[config.mk]
export PLATFORM = sky130hd
export DESIGN_NAME = dbuf_dma_stream
export DESIGN_NICKNAME = d
export VERILOG_FILES = /design/src/rtl/dma_stream_pkg.sv /design/src/rtl/dma_fifo.sv /design/src/rtl/dma_flags.sv /design/src/rtl/dbuf_dma_stream.sv
export SDC_FILE = /design/constraint.sdc
export NUM_CORES = 1
export LEC_CHECK = 0
export BUFFER_PORTS_ARGS = -buffer_cell sky130_fd_sc_hd__buf_2
export CORE_ASPECT_RATIO = 0.5
export CORE_UTILIZATION = 37
export DETAILED_ROUTE_END_ITERATION = 6
export SYNTH_ARGS = -nofsm -noshare
export SYNTH_HDL_FRONTEND = slang
export SYNTH_SLANG_ARGS = --single-unit
[constraint.sdc]
create_clock -name clk -period 12.1 [get_ports clk]
set_clock_uncertainty 0.05 [all_clocks]
set_input_delay 0.605 -clock clk [delete_from_list [all_inputs] [get_ports clk]]
set_output_delay 0.605 -clock clk [all_outputs]
set_load 0.01 [all_outputs]
[src/rtl/dma_stream_pkg.sv]
package dma_stream_pkg;

    typedef enum logic [1:0] {
        ST_IDLE  = 2'd0,
        ST_FILL  = 2'd1,
        ST_BURST = 2'd2
    } dma_state_t;

    localparam logic [2:0] RA_CTRL    = 3'd0;
    localparam logic [2:0] RA_COUNT   = 3'd1;
    localparam logic [2:0] RA_PADDR   = 3'd2;
    localparam logic [2:0] RA_MBASE0  = 3'd3;
    localparam logic [2:0] RA_MBASE1  = 3'd4;
    localparam logic [2:0] RA_FIFOCFG = 3'd5;
    localparam logic [2:0] RA_CLEAR   = 3'd6;

    localparam int CB_EN   = 0;
    localparam int CB_CIRC = 1;
    localparam int CB_DBM  = 2;
    localparam int CB_CT   = 3;
    localparam int CB_TCIE = 4;
    localparam int CB_HTIE = 5;
    localparam int CB_TEIE = 6;
    localparam int CB_MINC = 7;

    localparam int FLAG_TC = 0;
    localparam int FLAG_HT = 1;
    localparam int FLAG_TE = 2;
    localparam int NFLAGS  = 3;

endpackage

[src/rtl/dma_fifo.sv]
module dma_fifo #(
    parameter int DW    = 32,
    parameter int DEPTH = 4
) (
    input  logic                       clk,
    input  logic                       rst_n,
    input  logic                       flush,
    input  logic                       push,
    input  logic [DW-1:0]              din,
    input  logic                       pop,
    output logic [DW-1:0]              dout,
    output logic [$clog2(DEPTH):0]     count
);
    localparam int PW = $clog2(DEPTH);
    localparam logic [PW-1:0] LAST_IX = PW'(DEPTH - 1);

    logic [DW-1:0] store [DEPTH];
    logic [PW-1:0] wr_ix, rd_ix;

    always_ff @(posedge clk) begin
        if (!rst_n || flush) begin
            wr_ix <= '0;
            rd_ix <= '0;
            count <= '0;
        end else begin
            if (push) begin
                store[wr_ix] <= din;
                wr_ix <= (wr_ix == LAST_IX) ? '0 : wr_ix + 1'b1;
            end
            if (pop) begin
                rd_ix <= (rd_ix == LAST_IX) ? '0 : rd_ix + 1'b1;
            end
            count <= count + (PW+1)'(push) - (PW+1)'(pop);
        end
    end

    assign dout = store[rd_ix];

    assert_fifo_no_overflow_R4: assert property (@(posedge clk) disable iff (!rst_n)
        (push && !flush) |-> (count < (PW+1)'(DEPTH)));
    assert_fifo_no_underflow_R4: assert property (@(posedge clk) disable iff (!rst_n)
        (pop && !flush) |-> (count != '0));

endmodule

[src/rtl/dma_flags.sv]
module dma_flags
    import dma_stream_pkg::*;
(
    input  logic              clk,
    input  logic              rst_n,
    input  logic [NFLAGS-1:0] set_v,
    input  logic              clr_we,
    input  logic [NFLAGS-1:0] clr_bits,
    input  logic [NFLAGS-1:0] ie,
    output logic [NFLAGS-1:0] flags,
    output logic              irq
);
    for (genvar g = 0; g < NFLAGS; g++) begin : g_flag
        always_ff @(posedge clk) begin
            if (!rst_n)                      flags[g] <= 1'b0;
            else if (set_v[g])               flags[g] <= 1'b1;
            else if (clr_we && clr_bits[g])  flags[g] <= 1'b0;
        end
    end

    assign irq = |(flags & ie);

    assert_irq_has_source_R12: assert property (@(posedge clk) disable iff (!rst_n)
        irq |-> (flags != '0));
    assert_set_sticks_R9: assert property (@(posedge clk) disable iff (!rst_n)
        set_v[FLAG_TC] |=> flags[FLAG_TC]);

endmodule

[src/rtl/dbuf_dma_stream.sv]
module dbuf_dma_stream
    import dma_stream_pkg::*;
#(
    parameter int AW         = 32,
    parameter int DW         = 32,
    parameter int CW         = 16,
    parameter int FIFO_DEPTH = 4
) (
    input  logic          clk,
    input  logic          rst_n,
    input  logic          cfg_we,
    input  logic [2:0]    cfg_addr,
    input  logic [AW-1:0] cfg_wdata,
    input  logic          per_req,
    input  logic [DW-1:0] per_data,
    output logic          per_ack,
    output logic [AW-1:0] per_addr,
    output logic          mem_req,
    input  logic          mem_rdy,
    output logic [AW-1:0] mem_addr,
    output logic [DW-1:0] mem_wdata,
    output logic          stream_on,
    output logic          cur_tgt,
    output logic [CW-1:0] rem_cnt,
    output logic          flag_tc,
    output logic          flag_ht,
    output logic          flag_te,
    output logic          irq
);
    localparam int FCW = $clog2(FIFO_DEPTH) + 1;
    localparam logic [FCW-1:0] DEPTH_C = FCW'(FIFO_DEPTH);
    localparam logic [FCW-1:0] HALF_C  = FCW'((FIFO_DEPTH > 1) ? FIFO_DEPTH / 2 : 1);

    dma_state_t state, state_nx;

    logic          en, circ, dbm, ct, tcie, htie, teie, minc;
    logic [CW-1:0] count_r, rem, offset;
    logic [AW-1:0] paddr, mbase0, mbase1;
    logic [1:0]    thr_sel;

    logic [FCW-1:0]    f_cnt, fill_next, thr_words;
    logic              f_push, f_pop, f_flush;
    logic [NFLAGS-1:0] flags;

    logic wr_ctrl, start_ok, stop, beat, last, looping, next_wr, te_hit, wrap, finish, ht_hit;
    logic [CW-1:0] rem_after;

    // register-write decode
    always_comb begin
        wr_ctrl   = cfg_we && (cfg_addr == RA_CTRL);
        start_ok  = wr_ctrl && !en && cfg_wdata[CB_EN] && (flags == '0) && (count_r != '0);
        stop      = wr_ctrl && en && !cfg_wdata[CB_EN];
        next_wr   = cfg_we && (ct ? (cfg_addr == RA_MBASE0) : (cfg_addr == RA_MBASE1));
    end

    // transfer events
    always_comb begin
        beat      = (state == ST_BURST) && mem_rdy;
        last      = beat && (rem == CW'(1));
        looping   = circ || dbm;
        te_hit    = last && dbm && next_wr;
        wrap      = last && looping && !te_hit;
        finish    = last && !looping;
        rem_after = rem - 1'b1;
        ht_hit    = beat && (count_r >= CW'(2)) && (rem_after == (count_r >> 1));
        unique case (thr_sel)
            2'd0:    thr_words = FCW'(1);
            2'd1:    thr_words = HALF_C;
            default: thr_words = DEPTH_C;
        endcase
    end

    // state register
    always_ff @(posedge clk) begin
        if (!rst_n) state <= ST_IDLE;
        else        state <= state_nx;
    end

    // next state
    always_comb begin
        state_nx = state;
        unique case (state)
            ST_IDLE:  if (start_ok) state_nx = ST_FILL;
            ST_FILL: begin
                if (stop)
                    state_nx = ST_IDLE;
                else if (fill_next != '0 &&
                         (fill_next >= thr_words || CW'(fill_next) == rem))
                    state_nx = ST_BURST;
            end
            ST_BURST: begin
                if (stop || te_hit || finish)
                    state_nx = ST_IDLE;
                else if (beat && f_cnt == FCW'(1))
                    state_nx = ST_FILL;
            end
            default:  state_nx = ST_IDLE;
        endcase
    end

    // outputs of the state machine
    always_comb begin
        f_push    = (state == ST_FILL) && per_req && (f_cnt < DEPTH_C) && (CW'(f_cnt) < rem);
        fill_next = f_cnt + FCW'(f_push);
        mem_req   = (state == ST_BURST);
        f_pop     = beat;
        f_flush   = stop || te_hit || finish || start_ok;
        per_ack   = f_push;
    end

    // configuration and progress registers
    always_ff @(posedge clk) begin
        if (!rst_n) begin
            {en, circ, dbm, ct, tcie, htie, teie, minc} <= '0;
            count_r <= '0;
            rem     <= '0;
            offset  <= '0;
            paddr   <= '0;
            mbase0  <= '0;
            mbase1  <= '0;
            thr_sel <= '0;
        end else begin
            if (wr_ctrl && !en) begin
                circ <= cfg_wdata[CB_CIRC];
                dbm  <= cfg_wdata[CB_DBM];
                ct   <= cfg_wdata[CB_CT];
                tcie <= cfg_wdata[CB_TCIE];
                htie <= cfg_wdata[CB_HTIE];
                teie <= cfg_wdata[CB_TEIE];
                minc <= cfg_wdata[CB_MINC];
                en   <= start_ok;
            end else if (stop) begin
                en <= 1'b0;
            end
            if (!en && cfg_we && cfg_addr == RA_COUNT)   count_r <= cfg_wdata[CW-1:0];
            if (!en && cfg_we && cfg_addr == RA_PADDR)   paddr   <= cfg_wdata;
            if (!en && cfg_we && cfg_addr == RA_FIFOCFG) thr_sel <= cfg_wdata[1:0];
            if (cfg_we && cfg_addr == RA_MBASE0 && (!en || ct))  mbase0 <= cfg_wdata;
            if (cfg_we && cfg_addr == RA_MBASE1 && (!en || !ct)) mbase1 <= cfg_wdata;

            if (start_ok) begin
                rem    <= count_r;
                offset <= '0;
            end else if (en) begin
                if (te_hit || finish) begin
                    en  <= 1'b0;
                    rem <= '0;
                end else if (wrap) begin
                    rem    <= count_r;
                    offset <= '0;
                    if (dbm) ct <= ~ct;
                end else if (beat) begin
                    rem <= rem_after;
                    if (minc) offset <= offset + 1'b1;
                end
            end
        end
    end

    dma_fifo #(.DW(DW), .DEPTH(FIFO_DEPTH)) u_fifo (
        .clk   (clk),
        .rst_n (rst_n),
        .flush (f_flush),
        .push  (f_push),
        .din   (per_data),
        .pop   (f_pop),
        .dout  (mem_wdata),
        .count (f_cnt)
    );

    dma_flags u_flags (
        .clk      (clk),
        .rst_n    (rst_n),
        .set_v    ({te_hit, ht_hit, last}),
        .clr_we   (cfg_we && cfg_addr == RA_CLEAR),
        .clr_bits (cfg_wdata[NFLAGS-1:0]),
        .ie       ({teie, htie, tcie}),
        .flags    (flags),
        .irq      (irq)
    );

    assign mem_addr  = (ct ? mbase1 : mbase0) + (AW'(offset) << 2);
    assign per_addr  = paddr;
    assign stream_on = en;
    assign cur_tgt   = ct;
    assign rem_cnt   = rem;
    assign flag_tc   = flags[FLAG_TC];
    assign flag_ht   = flags[FLAG_HT];
    assign flag_te   = flags[FLAG_TE];

    assert_idle_quiet_R1: assert property (@(posedge clk) disable iff (!rst_n)
        !stream_on |-> (!mem_req && !per_ack));
    assert_start_clean_R8: assert property (@(posedge clk) disable iff (!rst_n)
        $rose(stream_on) |-> $past(flags == '0));
    assert_dbm_swap_R5: assert property (@(posedge clk) disable iff (!rst_n)
        (wrap && dbm) |=> (cur_tgt != $past(cur_tgt)));
    assert_err_halts_R11: assert property (@(posedge clk) disable iff (!rst_n)
        $rose(flag_te) |-> !stream_on);

endmodule

==> impl_results.md, run 1 <==
- Synth Area in XOR/XNOR: 0.03523
- Largest family of logic cells by synthesized area: simple AND/OR/NAND/NOR gates
- CTS tree: yes
- I/O Pins: 192
- Yosys reg bits: 296
- Syn nets: 1420
- CP required: 11.44 ns
- Die Y: 136.7 um
- Slew margin rel.: 0.1450
- Routability Congestion: 0.9108
- Cts repair resizes: 0
- Diode count: 0
- Sink Count: 296
- Design Power: 2.056 mW
- Vias in the first global route: 9942
- Post-DRT Antenna Nets: 0
- Maxcap violations: 0
- Clock slew at reported path FFs: 0.07 ns
- Asr flop ratio synth: 0
- Post-CTS setup buffers: 0
- Routed wire length: 35530 um
- Post-synth EDFFs: 128
- Vias per inst: 5.310
- Top_reg_cell synth: dfxtp_1
- Drt wl/cell: 18.06 um
- GRT Max-Usage Layer: met2
- Max VDD drop: 0.09608 mV
- Multiplexer area fraction after synthesis: 0.08436
- Cells after Synth: 1315
- RSZ-0062 raised after global routing: no
- H-Tree Depth: 1
- WP data arrival: 4.40 ns
- Register area share after synthesis: 0.5369
- GRT Total Usage: 0.1853
- Placed cells: 1917
- Met1 Use GR: 0.2374
- Nets: 1577
- Routing usage on met2: 0.3275
- Crit path launch: cur_tgt
- Status: finished, final reports clean
- Post-synth cell types: 68
- Slew Limit Fails: 0
- Compound-Gate Fraction of Synth Area: 0.1156
- Period utilisation layout: 0.4175
- Number of detailed-route iterations in the first pass: 5
- Commonest non-fill, non-tap cell in the layout: nand2_1
- FF+latch area: 0.007209 mm^2
- Hpwl dp: 24300 um
- Initial antenna violation count: 0
- Mapped Area: 0.01342 mm^2
- CP Launch Type: register
- Tmin final: 5.051 ns
- P_leak: 5.738 nW
- Max Clk Rate: 198.0 MHz
- Initial Utilization: 0.3827
- Adder-cell share of the synthesized area: 0.03207
- Final-layout fill cell count: 3351
- Final Setup Violations: 0
- Number of remaining DRC errors: 0
- Largest net degree at the start of global routing: 69
- Hold Path Class: in -> reg
- Worst hold start: per_data[4]
- CP Max Fanout: 18
- Core region area: 0.03507 mm^2
- Grt ovf: 0
- Synth-to-Final Area Change: 16.84%
- Endpoint type of the worst setup path: primary output
- Die Span X: 271.4 um
- Post-Layout Cell Count: 1967
- Grt met3 use: 0.03035
- Pwr dens: 131.1 mW/mm^2
- Cts hold-fix bufs: 0
- Setup_tns: 0 ns
- Die ar.: 0.03709 mm^2
- Slew @ Worst Pin: 1.274 ns
- Row cnt: 48
- Vias: 10440
- Clock Latency Late Sink: 0.55 ns
- Multi-input logic area: 0.005823 mm^2
- Hold Fails Final Rpt: 0
- DRT iter0 DRCs: 677
- Synthesized area per cell: 10.21 um^2
- Input/output buffers: 191
- Global-route wire length before repair: 54790 um
- Root Buffer: clkbuf_16
- Critical path class: reg -> out
- Highest-count cells in the layout ignoring fill and taps: 271 x nand2_1, 191 x buf_2, 166 x dfxtp_1
- Synth Area in Simple Gates: 0.1657
- Synthesis Warnings: 0
- Max Root-Sink Buffers: 3
- Fraction of layout cells with a size suffix above 1: 0.2084
- TritonCTS Buffers: 28
- Final core occ: 0.4472
- Worst r2r src: cur_tgt
[metrics by stage]
step	cell area, um^2	setup slack (ns)	hold slack (ns)
global route	15680	6.717	0.1873
finish	15680	7.049	0.2175
global placement	14770	7.774	0.3897
detailed placement	14770	7.682	0.3955
floorplan	13420	7.328	0.3829
CTS	15680	7.060	0.1812
[power breakdown]
part           switching [mW]  leakage, nW  internal, mW  total [mW]
clock network           0.386        0.450         0.500       0.886
logic                  0.0711         2.78        0.0393       0.110
registers             0.00926         2.51          1.05        1.06
[Yosys cell counts (all sizes together) (4+ instances only)]
cell type  instances  area [um^2]
o21ai             42        210.2
dfxtp            168         3363
mux2              17        191.4
and4               5        43.79
edfxtp           128         3844
xor2              15        131.4
nor4              13        102.6
and3               6        37.54
nand3             50        250.2
ha                32        400.4
a31oi              9        56.30
nor2b              9        56.30
a21o               4        30.03
nor2              55        206.5
a32oi              8        70.07
mux4              32        720.7
nand4              9        56.30
a22oi              9        67.56
o21a               4        30.03
nand2            271         1017
and2               9        58.81
xnor2             39        341.6
clkbuf            62        232.7
o211ai             4        30.03
o22ai              8        50.05
nor3b              4        40.03
mux2i             22        220.2
nand2b             7        43.79
or3               13        81.33
buf               14        77.57
a21oi            164        820.8
inv               25        93.84
nor3              19        95.09
[flip-flops by register name (all words and copies together), names as in the netlist, 3 cells and up, named ones only]
name and cells:
offset 16, mbase0 32, rem_cnt 16, u_fifo.store 128
mbase1 32, per_addr 32, u_fifo.count 3, count_r 16
u_flags.flags 3
[logic make-up (layout without fill, tap and decap cells)]
group	count (synthesis)	after routing
multiplexers	71	71
XOR/XNOR	54	54
AND/OR/NAND/NOR	486	486
adder cells (fa/ha/maj)	34	34
flip-flops	296	296
buffers and inverters	101	278
AO/OA/AOI/OAI	273	273
[metal layers]
layer | vias up | wire, um
met5 | - | 0
met4 | 0 | 647
met3 | 45 | 1560
met2 | 224 | 17690
met1 | 5146 | 15630
li1 | 5029 | -
[final timing paths]
kind,endpoint,slack [ns],cells past startpoint
hold / removal,u_fifo.store[3][4],0.22,1
hold reg to reg,per_addr[10],0.40,2
setup reg to reg,u_fifo.store[0][4],8.17,8
setup / recovery,mem_addr[31],7.05,10
[area by class of cell]
type                    instances  share of cell area
flip-flops and latches        296              0.4597
multi-input cells             918              0.3713
repair buffers                203             0.06669
clock buffers                  36             0.04986
well taps                     475             0.03789
clock inverters                14            0.008536
inverters                      25            0.006063
[critical path, stage by stage, from the launching register on]
cell,delay (ns)
dfxtp_2,0.63
mux2_2,0.39
ha_1,0.35
a21oi_1,0.17
nand2_1,0.08
o21ai_0,0.36
o31ai_1,0.20
a221oi_1,1.05
nor4_1,0.26
xnor2_1,0.20
buf_2,0.15
Note: power is estimated with default switching activity, not from simulation.
==> inputs of run 2 (changes only) <==
Clock period 12.1 ns to 4.3 ns, I/O delays scaled along.
==> impl_results.md, run 2 (synthesis results as in run 1) <==
- Max Clk Rate: 248.6 MHz
- Crit path launch: cur_tgt
- TritonCTS Buffers: 28
- Routability Congestion: 0.8782
- Die ar.: 0.03709 mm^2
- Post-DRT Antenna Nets: 0
- CP Launch Type: register
- Largest net degree at the start of global routing: 74
- Tmin final: 4.023 ns
- Commonest non-fill, non-tap cell in the layout: nand2_1
- Worst hold start: cfg_we
- Maxcap violations: 0
- Pwr dens: 362.7 mW/mm^2
- Grt ovf: 0
- Post-Layout Cell Count: 2044
- Sink Count: 296
- Number of flip-flops in the largest register: 128
- Clock slew at reported path FFs: 0.07 ns
- DRT iter0 DRCs: 808
- Diode count: 0
- Max stage delay cell, worst path: or4_1
- Vias in the first global route: 10410
- GRT Total Usage: 0.1909
- CTS tree: yes
- Initial Utilization: 0.3827
- Critical path cell sequence: mux2_2, ha_1, nand3_1, nor2_1, o21ai_0, o31ai_2, a221oi_1, buf_4, or4_1, a22oi_1, buf_2
- Met1 Use GR: 0.2468
- Global-route wire length before repair: 56780 um
- Die Span X: 271.4 um
- Nets: 1653
- Grt met3 use: 0.02930
- Endpoint type of the worst setup path: primary output
- Post-CTS setup buffers: 0
- Vias per inst: 5.315
- Max Root-Sink Buffers: 3
- Hold Fails Final Rpt: 0
- Number of detailed-route iterations in the first pass: 7
- Drt wl/cell: 17.69 um
- Final-layout fill cell count: 3256
- Status: finished, final reports clean
- WP data arrival: 3.76 ns
- Input/output buffers: 191
- Die Y: 136.7 um
- Max VDD drop: 0.3120 mV
- Synth-to-Final Area Change: 23.37%
- Setup_tns: 0 ns
- Slew Limit Fails: 0
- Period utilisation layout: 0.9356
- Initial antenna violation count: 0
- Multi-input logic area: 0.005831 mm^2
- Placed cells: 1928
- CP delay by family, top: compound AO/OA/AOI/OAI gates
- Routing usage on met2: 0.3376
- Row cnt: 48
- Hpwl dp: 24940 um
- CP required: 4.03 ns
- Slew margin rel.: 0.3542
- Routed wire length: 36160 um
- FF+latch area: 0.007213 mm^2
- GRT Max-Usage Layer: met2
- I/O Pins: 192
- Clock Latency Late Sink: 0.55 ns
- Most flops, register: u_fifo.store
- Root Buffer: clkbuf_16
- Worst r2r src: rem_cnt[4]
- H-Tree Depth: 1
- Final Setup Violations: 0
- Critical path class: reg -> out
- P_leak: 6.110 nW
- Vias: 10860
- Hold Path Class: in -> reg
- CP Max Fanout: 14
- Critical path buffers and inverters: 2
- Slew @ Worst Pin: 0.9607 ns
- Number of remaining DRC errors: 0
- Core region area: 0.03507 mm^2
- Highest-count cells in the layout ignoring fill and taps: 271 x nand2_1, 191 x buf_2, 165 x dfxtp_1
- Fraction of layout cells with a size suffix above 1: 0.2110
- Crit-path max cell delay: 0.53 ns
- RSZ-0062 raised after global routing: no
-- run 2: changes by cell type in the layout (fill, tap and decap cells not counted), sizes merged --
| cell | before | now |
|---|---|---|
| clkinvlp | 1 | 4 |
| bufinv | 2 | 5 |
| inv | 26 | 25 |
| dlygate4sd3 | 0 | 65 |
| buf | 203 | 214 |
| clkbuf | 36 | 33 |
| clkinv | 10 | 9 |
-- run 2: final cells by class --
| cell class | instances | area share |
|---|---|---|
| Multi-Input combinational cell | 918 | 0.3521 |
| Sequential cell | 296 | 0.4356 |
| Timing Repair Buffer | 279 | 0.1107 |
| Inverter | 25 | 0.005742 |
| Clock inverter | 18 | 0.01405 |
| Clock buffer | 33 | 0.04594 |
| Tap cell | 475 | 0.03589 |
-- run 2: final timing paths --
check,endpoint,slack [ns],depth (start not counted)
worst min-delay path,thr_sel[1],0.11,4
worst max-delay path,mem_addr[27],0.28,11
worst max register to register,state[0],0.90,15
worst min register to register,mbase0[15],0.40,2
-- run 2: report_power, final --
group | total [mW] | internal [mW] | switching, mW
logic | 0.362 | 0.152 | 0.210
clock network | 2.66 | 1.57 | 1.09
registers | 2.98 | 2.95 | 0.0262
total | 6.01 | 4.68 | 1.33
-- run 2: worst reg2reg max path, stage by stage, from the launching register on --
cell      delay [ns]
dfxtp_1         0.41
nor4_4          0.30
buf_4           0.21
and2_4          0.18
and3_1          0.18
o21ai_0         0.09
nand2_1         0.16
inv_1           0.08
ha_1            0.20
ha_1            0.33
ha_1            0.29
a21oi_1         0.06
maj3_1          0.35
a32oi_1         0.18
nand2b_1        0.13
a21oi_1         0.06
-- run 2: layer usage --
metal | wire (um) | share of wire
met3 | 1883 | 0.052
met4 | 638 | 0.018
met2 | 18110 | 0.50
met5 | 0 | 0
met1 | 15540 | 0.43
-- run 2: stage by stage --
step	total power [mW]	worst slack (ns)	cell area (um^2)	hold WS (ns)	utilization
after global placement	3.347	0.6818	14900	0.3777	0.4249
after floorplan	3.214	0.02945	13430	0.2639	-
after detailed placement	3.356	0.6403	14900	0.3820	0.4249
final	6.006	0.2768	16560	0.1088	0.4721
after global routing	6.208	0.1216	16560	0.1385	0.4721
after CTS	6.061	0.02850	16550	0.08197	0.4717
-- run 2: repair_timing --
action | 4_1_cts | 5_1_grt
hold buffers | 65 | 0
resized for setup | 0 | 4
endpoints found under the setup margin | 0 | 7
hold endpoints to repair | 253 | 0
